==> src/rtl/ait_pkg.sv <==
package ait_pkg;
    localparam logic [6:0] DEV_BASE = 7'b0100000;
    localparam logic [6:0] ARA_ADDR = 7'b0001100;
    localparam logic [7:0] REG_EVT  = 8'h00;
    localparam logic [7:0] REG_MASK = 8'h01;
    localparam logic [7:0] REG_CMD  = 8'h1A;
    localparam int CMD_CLR_ALL = 7;
    localparam int CMD_RELEASE = 6;

    typedef enum logic [2:0] {ST_IDLE, ST_RX, ST_ACK, ST_TX, ST_RACK, ST_WAIT} link_st_e;
    typedef enum logic [1:0] {K_DEV, K_REG, K_DATA} rx_kind_e;
    typedef enum logic [1:0] {N_REG, N_DATA, N_TX, N_WAIT} after_ack_e;
endpackage

==> src/rtl/ait_sync.sv <==
module ait_sync #(
    parameter int STAGES = 2,
    parameter int W      = 2
) (
    input  logic         clk_i,
    input  logic         rst_ni,
    input  logic [W-1:0] d_i,
    output logic [W-1:0] q_o
);
    logic [W-1:0] stage_q [STAGES];

    always_ff @(posedge clk_i or negedge rst_ni) begin
        if (!rst_ni) begin
            for (int i = 0; i < STAGES; i++) stage_q[i] <= '1;
        end else begin
            stage_q[0] <= d_i;
            for (int i = 1; i < STAGES; i++) stage_q[i] <= stage_q[i-1];
        end
    end

    assign q_o = stage_q[STAGES-1];
endmodule

==> src/rtl/ait_cond.sv <==
module ait_cond (
    input  logic clk_i,
    input  logic rst_ni,
    input  logic scl_s_i,
    input  logic sda_s_i,
    output logic rise_o,
    output logic fall_o,
    output logic start_o,
    output logic stop_o,
    output logic busy_o
);
    typedef struct packed {
        logic scl;
        logic sda;
        logic busy;
    } cond_t;

    cond_t q, d;

    always_comb begin
        d       = q;
        d.scl   = scl_s_i;
        d.sda   = sda_s_i;
        rise_o  = ~q.scl & scl_s_i;
        fall_o  = q.scl & ~scl_s_i;
        start_o = q.scl & scl_s_i & q.sda & ~sda_s_i;
        stop_o  = q.scl & scl_s_i & ~q.sda & sda_s_i;
        if (start_o)     d.busy = 1'b1;
        else if (stop_o) d.busy = 1'b0;
    end

    always_ff @(posedge clk_i or negedge rst_ni) begin
        if (!rst_ni) q <= '{scl: 1'b1, sda: 1'b1, busy: 1'b0};
        else         q <= d;
    end

    assign busy_o = q.busy;
endmodule

==> src/rtl/ait_link.sv <==
module ait_link
    import ait_pkg::*;
#(
    parameter int STRAP_W = 4
) (
    input  logic               clk_i,
    input  logic               rst_ni,
    input  logic               rise_i,
    input  logic               fall_i,
    input  logic               start_i,
    input  logic               stop_i,
    input  logic               sda_s_i,
    input  logic [STRAP_W-1:0] strap_i,
    input  logic [7:0]         rd_data_i,
    output logic [7:0]         rd_addr_o,
    output logic               wr_en_o,
    output logic [7:0]         wr_addr_o,
    output logic [7:0]         wr_data_o,
    output logic               sda_pull_o
);
    typedef struct packed {
        link_st_e   st;
        rx_kind_e   kind;
        after_ack_e nxt;
        logic [2:0] cnt;
        logic [7:0] sh;
        logic       pull;
        logic [7:0] ptr;
        logic       ptr_ok;
        logic       ack_ph;
        logic       mack;
        logic       ara;
    } link_t;

    link_t q, d;
    logic [7:0] rx_byte;
    logic [7:0] tx_byte;
    logic [6:0] dev_id;

    always_comb begin
        d         = q;
        dev_id    = {DEV_BASE[6:STRAP_W], strap_i};
        rx_byte   = {q.sh[6:0], sda_s_i};
        rd_addr_o = q.ptr_ok ? q.ptr : REG_EVT;
        tx_byte   = q.ara ? {dev_id, 1'b1} : rd_data_i;
        wr_en_o   = 1'b0;
        wr_addr_o = q.ptr;
        wr_data_o = rx_byte;
        if (stop_i) begin
            d.st     = ST_IDLE;
            d.pull   = 1'b0;
            d.ptr_ok = 1'b0;
        end else if (start_i) begin
            d.st   = ST_RX;
            d.kind = K_DEV;
            d.cnt  = 3'd0;
            d.pull = 1'b0;
            d.ara  = 1'b0;
        end else begin
            case (q.st)
                ST_RX: if (rise_i) begin
                    d.sh  = rx_byte;
                    d.cnt = q.cnt + 3'd1;
                    if (q.cnt == 3'd7) begin
                        d.st     = ST_WAIT;
                        d.ack_ph = 1'b0;
                        case (q.kind)
                            K_DEV: begin
                                if (rx_byte[7:1] == dev_id) begin
                                    d.st  = ST_ACK;
                                    d.nxt = rx_byte[0] ? N_TX : N_REG;
                                end else if (rx_byte[7:1] == ARA_ADDR && rx_byte[0]) begin
                                    d.st  = ST_ACK;
                                    d.nxt = N_TX;
                                    d.ara = 1'b1;
                                end
                            end
                            K_REG: begin
                                d.ptr    = rx_byte;
                                d.ptr_ok = 1'b1;
                                d.st     = ST_ACK;
                                d.nxt    = N_DATA;
                            end
                            default: begin
                                wr_en_o = 1'b1;
                                d.st    = ST_ACK;
                                d.nxt   = N_WAIT;
                            end
                        endcase
                    end
                end
                ST_ACK: if (fall_i) begin
                    if (!q.ack_ph) begin
                        d.pull   = 1'b1;
                        d.ack_ph = 1'b1;
                    end else begin
                        d.pull = 1'b0;
                        d.cnt  = 3'd0;
                        case (q.nxt)
                            N_REG:  begin d.st = ST_RX; d.kind = K_REG;  end
                            N_DATA: begin d.st = ST_RX; d.kind = K_DATA; end
                            N_TX: begin
                                d.st   = ST_TX;
                                d.sh   = tx_byte;
                                d.pull = ~tx_byte[7];
                            end
                            default: d.st = ST_WAIT;
                        endcase
                    end
                end
                ST_TX: if (fall_i) begin
                    if (q.cnt == 3'd7) begin
                        d.pull = 1'b0;
                        d.st   = ST_RACK;
                    end else begin
                        d.sh   = {q.sh[6:0], 1'b0};
                        d.pull = ~q.sh[6];
                        d.cnt  = q.cnt + 3'd1;
                    end
                end
                ST_RACK: begin
                    if (rise_i) d.mack = ~sda_s_i;
                    if (fall_i) begin
                        if (q.mack) begin
                            d.st   = ST_TX;
                            d.sh   = tx_byte;
                            d.pull = ~tx_byte[7];
                            d.cnt  = 3'd0;
                        end else begin
                            d.st = ST_WAIT;
                        end
                    end
                end
                default: ;
            endcase
        end
    end

    always_ff @(posedge clk_i or negedge rst_ni) begin
        if (!rst_ni) q <= '{st: ST_IDLE, kind: K_DEV, nxt: N_WAIT, default: '0};
        else         q <= d;
    end

    assign sda_pull_o = q.pull;
endmodule

==> src/rtl/ait_regs.sv <==
module ait_regs
    import ait_pkg::*;
#(
    parameter int               EVT_W    = 8,
    parameter logic [EVT_W-1:0] MASK_RST = '0
) (
    input  logic             clk_i,
    input  logic             rst_ni,
    input  logic             busy_i,
    input  logic [EVT_W-1:0] evt_i,
    input  logic             wr_en_i,
    input  logic [7:0]       wr_addr_i,
    input  logic [7:0]       wr_data_i,
    input  logic [7:0]       rd_addr_i,
    output logic [7:0]       rd_data_o,
    output logic [EVT_W-1:0] evt_o,
    output logic [EVT_W-1:0] mask_o,
    output logic             int_pull_o
);
    typedef struct packed {
        logic [EVT_W-1:0] evt;
        logic [EVT_W-1:0] mask;
        logic             silent;
        logic             irq;
    } regs_t;

    regs_t q, d;
    logic cmd_wr;
    logic fresh;

    always_comb begin
        d      = q;
        cmd_wr = wr_en_i && (wr_addr_i == REG_CMD);
        fresh  = |(evt_i & ~q.evt & q.mask);
        d.evt  = ((cmd_wr && wr_data_i[CMD_CLR_ALL]) ? '0 : q.evt) | evt_i;
        if (wr_en_i && wr_addr_i == REG_MASK) d.mask = wr_data_i[EVT_W-1:0];
        if (cmd_wr && (wr_data_i[CMD_CLR_ALL] || wr_data_i[CMD_RELEASE])) d.silent = 1'b1;
        else if (fresh)                                                   d.silent = 1'b0;
        if (!busy_i) d.irq = (|(q.evt & q.mask)) & ~q.silent;
        rd_data_o = '0;
        case (rd_addr_i)
            REG_EVT:  rd_data_o[EVT_W-1:0] = q.evt;
            REG_MASK: rd_data_o[EVT_W-1:0] = q.mask;
            default:  ;
        endcase
    end

    always_ff @(posedge clk_i or negedge rst_ni) begin
        if (!rst_ni) q <= '{evt: '0, mask: MASK_RST, silent: 1'b0, irq: 1'b0};
        else         q <= d;
    end

    assign evt_o      = q.evt;
    assign mask_o     = q.mask;
    assign int_pull_o = q.irq;
endmodule

==> src/rtl/alert_i2c_target.sv <==
module alert_i2c_target #(
    parameter int SYNC_STAGES = 2,
    parameter int STRAP_W     = 4,
    parameter int EVT_W       = 8
) (
    input  logic               clk_i,
    input  logic               rst_ni,
    input  logic               scl_i,
    input  logic               sda_i,
    output logic               sda_pull_o,
    input  logic [STRAP_W-1:0] strap_i,
    input  logic [EVT_W-1:0]   evt_i,
    output logic               int_pull_o
);
    logic scl_s, sda_s;
    logic rise, fall, start, stop, bus_busy;
    logic [7:0] rd_addr, rd_data, wr_addr, wr_data;
    logic wr_en;
    logic [EVT_W-1:0] evt_w, mask_w;

    ait_sync #(.STAGES(SYNC_STAGES), .W(2)) sync_i (
        .clk_i(clk_i), .rst_ni(rst_ni),
        .d_i({scl_i, sda_i}), .q_o({scl_s, sda_s})
    );

    ait_cond cond_i (
        .clk_i(clk_i), .rst_ni(rst_ni), .scl_s_i(scl_s), .sda_s_i(sda_s),
        .rise_o(rise), .fall_o(fall), .start_o(start), .stop_o(stop), .busy_o(bus_busy)
    );

    ait_link #(.STRAP_W(STRAP_W)) link_i (
        .clk_i(clk_i), .rst_ni(rst_ni), .rise_i(rise), .fall_i(fall),
        .start_i(start), .stop_i(stop), .sda_s_i(sda_s), .strap_i(strap_i),
        .rd_data_i(rd_data), .rd_addr_o(rd_addr), .wr_en_o(wr_en),
        .wr_addr_o(wr_addr), .wr_data_o(wr_data), .sda_pull_o(sda_pull_o)
    );

    ait_regs #(.EVT_W(EVT_W)) regs_i (
        .clk_i(clk_i), .rst_ni(rst_ni), .busy_i(bus_busy), .evt_i(evt_i),
        .wr_en_i(wr_en), .wr_addr_i(wr_addr), .wr_data_i(wr_data),
        .rd_addr_i(rd_addr), .rd_data_o(rd_data), .evt_o(evt_w),
        .mask_o(mask_w), .int_pull_o(int_pull_o)
    );
endmodule

==> config.mk <==
export PLATFORM = sky130hd
export DESIGN_NAME = alert_i2c_target
export DESIGN_NICKNAME = d
export VERILOG_FILES = /design/src/rtl/ait_pkg.sv /design/src/rtl/ait_sync.sv /design/src/rtl/ait_cond.sv /design/src/rtl/ait_link.sv /design/src/rtl/ait_regs.sv /design/src/rtl/alert_i2c_target.sv
export SDC_FILE = /design/constraint.sdc
export NUM_CORES = 1
export LEC_CHECK = 0
export ABC_AREA = 1
export ABC_CLOCK_PERIOD_IN_PS = 1780
export BUFFER_PORTS_ARGS = -buffer_cell sky130_fd_sc_hd__buf_2
export CAP_MARGIN = 20
export CORE_MARGIN = 4
export CORE_UTILIZATION = 30
export CTS_CLUSTER_SIZE = 24
export DETAILED_ROUTE_END_ITERATION = 16
export SETUP_SLACK_MARGIN = 0.15
export SLEW_MARGIN = 20
export SYNTH_ARGS = -nofsm -noshare
export SYNTH_HDL_FRONTEND = slang
export SYNTH_SLANG_ARGS = --single-unit
==> constraint.sdc <==
create_clock -name clk_i -period 1.78 [get_ports clk_i]
set_input_delay 0.356 -clock clk_i [delete_from_list [all_inputs] [get_ports clk_i]]
set_output_delay 0.356 -clock clk_i [all_outputs]
set_load 0.03 [all_outputs]
* Yosys cells after proc, flatten, opt, wreduce, memory -nomap -nowiden *
Cells that the tools add are included.

word-level totals
  bits in read-only memories = 0
  memories kept = 0
  word-level logic and storage cells = 194
  memory bits (writable) = 0
  input port bits = 16
  output and inout port bits = 2
  latch bits = 0
  register bits after elaboration = 55

cells by class
  multiplexer cells = 67
  multiply operators = 0
  div/mod/pow operators = 0
  add/sub/neg operators = 1
  shift operators = 0
  bitwise gates (word level) = 22
  eq/ne operators = 40
  magnitude comparators = 0
  reduce and logical (&&, ||, !) cells = 44

operators with widths
  kind                                                    count
  2-to-1 mux 12 bit                                       4
  one-hot mux 11 bit (4 select lines)                     1
  2-to-1 mux 3 bit                                        12
  2-to-1 mux 11 bit                                       3
  nonzero test 2 bit                                      15
  2-to-1 mux 1 bit                                        27
  bitwise AND 8 bit                                       3
  2-to-1 mux 8 bit                                        3
  AND reduction 6 bit                                     3
  equality test 8 x 1 -> 1 bit (second input constant)    2
  inequality test 2 bit (second input constant)           8
  inequality test 4 x 3 -> 1 bit (second input constant)  4
  inequality test 4 bit (second input constant)           4
  one-hot mux 8 bit (2 select lines)                      1
  OR reduction 8 bit                                      2
  2-to-1 mux 5 bit                                        3
  inequality test 3 bit (second input constant)           5
  AND reduction 5 bit                                     3
  2-to-1 mux 2 bit                                        6
  one-hot mux 3 bit (4 select lines)                      1
  AND reduction 11 bit                                    1
  nonzero test 5 bit                                      2
  2-to-1 mux 9 bit                                        1
  NOT 1 bit                                               9
  31 further kinds                                        51

* Longest topological paths before layout *
  depth after elaboration = 12
  depth in mapped cells = 12
  gate-level depth less buffers = 12

* Modules after synthesis *
From an unflattened synthesis, not the netlist that was laid out.

second synthesis, totals
  cells, all modules = 528
  area total of the unflattened synthesis = 3,693.5 um^2

by module, submodules not included
  module    sequential area each (um^2)  area an instance (um^2)  instances  cells each
  ait_link  753.2                        2,237.1                  1          324
  ait_regs  450.4                        1,204.9                  1          181
  ait_cond  77.6                         131.4                    1          17
  ait_sync  105.1                        120.1                    1          6

* Least setup slack after synthesis *
No wires, ideal clock.

  kind = flip-flop to flip-flop
  start point = register sync_i.stage_q (netlist bit sync_i.q_o[1])
  end point = register regs_i.q (netlist bit regs_i.mask_o[7])
  setup slack = 0.248 ns
  data arrival time = 1.411 ns
  period minus slack after synthesis = 1.532 ns
  stages on the path, launching flop included = 11
  path through = dfstp_2 > inv_1 > nor2_4 > nand3_2 > inv_2 > nand2_4 > nor2_4 > nand4_4 > buf_6 > nand2_1 > o21ai_2

on the way
  longest elaborated chain between the ends = 6
  elaborated cells between the ends (all ways) = 11
  those cells by class = mux: 4; bitwise: 6; reduce/logical: 1

RTL lines
  item                                                          line                                            RTL
  start, declared                                               ait_sync.sv:10                                  logic [W-1:0] stage_q [STAGES];
  bitwise AND 1 bit, on equally long branches                   ait_cond.sv:24, ait_cond.sv:26, ait_cond.sv:27
  2-to-1 mux 1 bit / bitwise AND 1 bit (equally long branches)  ait_link.sv:61, ait_cond.sv:26
  2-to-1 mux 1 bit / bitwise AND 1 bit (equally long branches)  ait_link.sv:60, ait_cond.sv:26
  2-to-1 mux 1 bit                                              ait_link.sv:53                                  end else if (start_i) begin
  2-to-1 mux 1 bit (*)                                          ait_link.sv:49                                  if (stop_i) begin
  logical AND 1 bit (*)                                         ait_regs.sv:36                                  if (wr_en_i && wr_addr_i == REG_MASK) d.mask = wr_data_i[EVT_W-1:0];
  end signal, assigned                                          ait_regs.sv:49                                  if (!rst_ni) q <= '{evt: '0, mask: MASK_RST, silent: 1'b0, irq: 1'b0};
  end, declared                                                 ait_regs.sv:27                                  regs_t q, d;

Every way passes the cells marked *; elsewhere a longest branch is shown, timed or not.
A chain may end at the register's enable or synchronous reset.

==> impl_results.md <==
- Outcome: complete, no violations
- Hold Crit Class: primary input to flop
- Fin. max-slew vios: 0
- Clock power share: 20.8%
- Gate power share: 40.1%
- Buffers and inverters on the worst path: 2
- Synth Flop Type: dfrtp_1
- Slowest-stage cell, CP: dfstp_2
- Post-synthesis register bit count: 55
- Final GP Congestion: 0.8364
- Sequential Power Share: 39.1%
- Top cells by count, synth: nand2_1, dfrtp_1, inv_1
- Crit Path Class: flop to flop
- WL per Instance: 13.57 um
- Share of cells above drive strength 1: 24.24%
- Worst Tran Pin Value: 494.8 ps
- Peak VDD IR: 0.4896 mV
- Post-Synth Adder-Cell Area: 0.8244%
- Net Sw Frac: 41.38%
- Peak Freq: 0.5949 GHz
- CTS buffer count: 5
- Synth unique cells: 40
- Crit path DAT: 1880 ps
- Share of flip-flops with an asynchronous set or reset: 100.0%
- Die height: 108.6 um
- Seq/Total Area, Yosys: 45.67%
- Max-Cap Viols: 0
- Setup tns final: 0 ps
- Crit-path max cell delay: 560 ps
- Crit Path Max Fanout: 8
- Post-synthesis xor/xnor area fraction: 0.2885%
- P_leak: 1.825 nW
- CTS tree: yes
- Place WS: 33.85 ps
- Tmin final: 1681 ps
- Cell area power density: 1148 mW/mm2
- Compound-Gate Fraction of Synth Area: 14.26%
- Cell Area, Placed: 0.003363 mm2
- Setup Skew: 9.588 ps
- CTS Buffer Depth: 2
- Post-synth top area share: 38.75%
- CP Launch Type: flop
- Full die area: 0.01179 mm2
- Crit path capture type: flop
- Drt first pass iters: 4
- First DRT Iteration DRCs: 146
- Starting density of the core: 30.91%
- Post-route antenna net violation count: 0
- Via-to-Cell Ratio: 4.767
- Switching power total: 1.727 mW
- Final Worst Setup Slack: 99.04 ps
- Dominant cell type by area after synthesis: dfrtp_1
- Unrepaired setup endpoints after global routing: yes
- Gr usage total: 13.48%
- Row count: 36
- Drt drc: 0
- Via count: 2660
- Setup violations, final: 0
- Vias in the first global route: 2562
- CP top delay family: simple AND/OR/NAND/NOR gates
- Routed Wire Length: 7571 um
- CP required: 1980 ps
- Simple-gate area share of the yosys netlist: 31.41%
- Final worst-path cycle share: 94.44%
- Core ar.: 0.009819 mm2
- Syn Std Cell Area: 0.003035 mm2
- Ports: 18
- Critical path, cell by cell: inv_2 > nor2_4 > nand3_2 > inv_2 > nand2_4 > nor2_4 > nand3b_1 > nor2_4 > o21bai_1
- Dominant cells by area after synthesis: dfrtp_1, nand2_1, dfstp_2
- Area growth, synth to finish: 19.74%
- Initial antenna violation count: 0
- Mean Syn Cell Area: 7.884 um2
- Pint: 2.447 mW
- Port Buf Inserts: 17
- Most used cell, CP: nor2_4
- Post-DP HPWL: 5704 um
- Die span in x: 108.6 um
- Clk_lat worst skew: 320 ps
- Mapped Cells: 385
- Post-synthesis mux area share: 0%
- ANT cells: 0
- Grt total ovfl: 0
- Syn_nets: 403
- Worst-path clk slew: 100 ps
- Largest net degree at the start of global routing: 21
- CTS sink cnt: 55
- Number of synthesized flops with an enable pin: 0
- Top-count cell post-synth: nand2_1
- Largest family of logic cells by synthesized area: simple AND/OR/NAND/NOR gates
- Clock root buffer: clkbuf_8
- First-pass GRT wire length: 12370 um
- Ys Warns: 0
- CTS H-Tree Depth: 2
- Fin. Hold Viols: 0
- Final Cell Area: 0.003635 mm2
- Final nets: 442
- Slew margin rel.: 67.01%
per-stage QoR:
| step | std cells | hold slack [ps] | utilization, % | power (mW) |
|---|---|---|---|---|
| global route | 558 | 106.4 | 37.02 | 4.505 |
| finish | 558 | 129.3 | 37.02 | 4.174 |
| detailed placement | 542 | 345.6 | 34.25 | 3.236 |
| CTS | 555 | 114.4 | 36.03 | 4.126 |
| global placement | 542 | 346.6 | 34.25 | 3.202 |
| floorplan | 385 | 60.41 | - | 2.768 |
final timing paths:
check | start | to | slack (ps) | cells after the start
worst max register to register | sync_i.q_o[1] | regs_i.evt_o[7] | 100 | 9
min in group asynchronous | rst_ni | link_i.sda_pull_o | 530 | 2
worst min register to register | sync_i.stage_q[2] | sync_i.q_o[0] | 360 | 0
worst min-delay path | scl_i | sync_i.stage_q[3] | 130 | 1
max in group asynchronous | rst_ni | link_i.q[24] | 690 | 3
worst max-delay path | sync_i.q_o[1] | regs_i.evt_o[7] | 100 | 9
registers in the layout (all words and copies together) (netlist names):
| register | flops |
|---|---|
| sync_i.q_o | 2 |
| regs_i.int_pull_o | 1 |
| regs_i.mask_o | 8 |
| cond_i.busy_o | 1 |
| cond_i.q | 2 |
| sync_i.stage_q | 2 |
| link_i.wr_addr_o | 8 |
| link_i.sda_pull_o | 1 |
| link_i.wr_data_o | 7 |
| regs_i.evt_o | 8 |
| link_i.q | 14 |
| regs_i.q | 1 |
metal layers:
metal  vias up  wire length, um  share of wire (%)  global-route usage, %
met4         0              142                1.9                  5.771
li1       1329                -                  -                      -
met2        59             3672                 49                  21.54
met1      1260             3493                 46                  17.63
met3        12              263                3.5                  2.866
met5         -                0                  0                      0
final cells by class:
class	count	area [um2]
Tap cell	133	166.4
Inverter	52	197.7
Clock buffer	5	68.82
Multi-Input combinational cell	274	1481
Clock inverter	3	46.29
Timing Repair Buffer	36	285.3
Fill cell	1063	6185
Sequential cell	55	1389
cell usage in the layout, fill, tap and decap left out, drive strengths merged, types with 3 or more instances in the layout:
master  instances
a21oi          15
buf            34
clkbuf          6
dfrtp          47
dfstp           8
inv            53
nand2         102
nand3          39
nand4           3
nor2           45
nor3            8
o21ai          38
o21bai          8
repair_timing:
action,CTS,global route
setup endpoints to repair,25,37
gates cloned,0,1
pin swaps,9,8
setup buffers,4,2
resized for setup,3,19
hold buffers,1,0
hold endpoints to repair,11,0
cells by family after synthesis:
kind of cell,count (synthesis)
compound gates,71
xor+xnor,1
fa+ha+maj,2
buf+inv,56
flops,55
simple gates,200
power groups by stage:
stage	registers [mW]	clock network (mW)	logic [mW]
4_1_cts	1.64	0.894	1.60
2_1_floorplan	1.62	0	1.15
5_1_grt	1.66	0.939	1.90
3_5_place_dp	1.65	0	1.58
6_report	1.63	0.867	1.67
3_3_place_gp	1.65	0	1.55
Note: power is estimated with default switching activity, not from simulation.
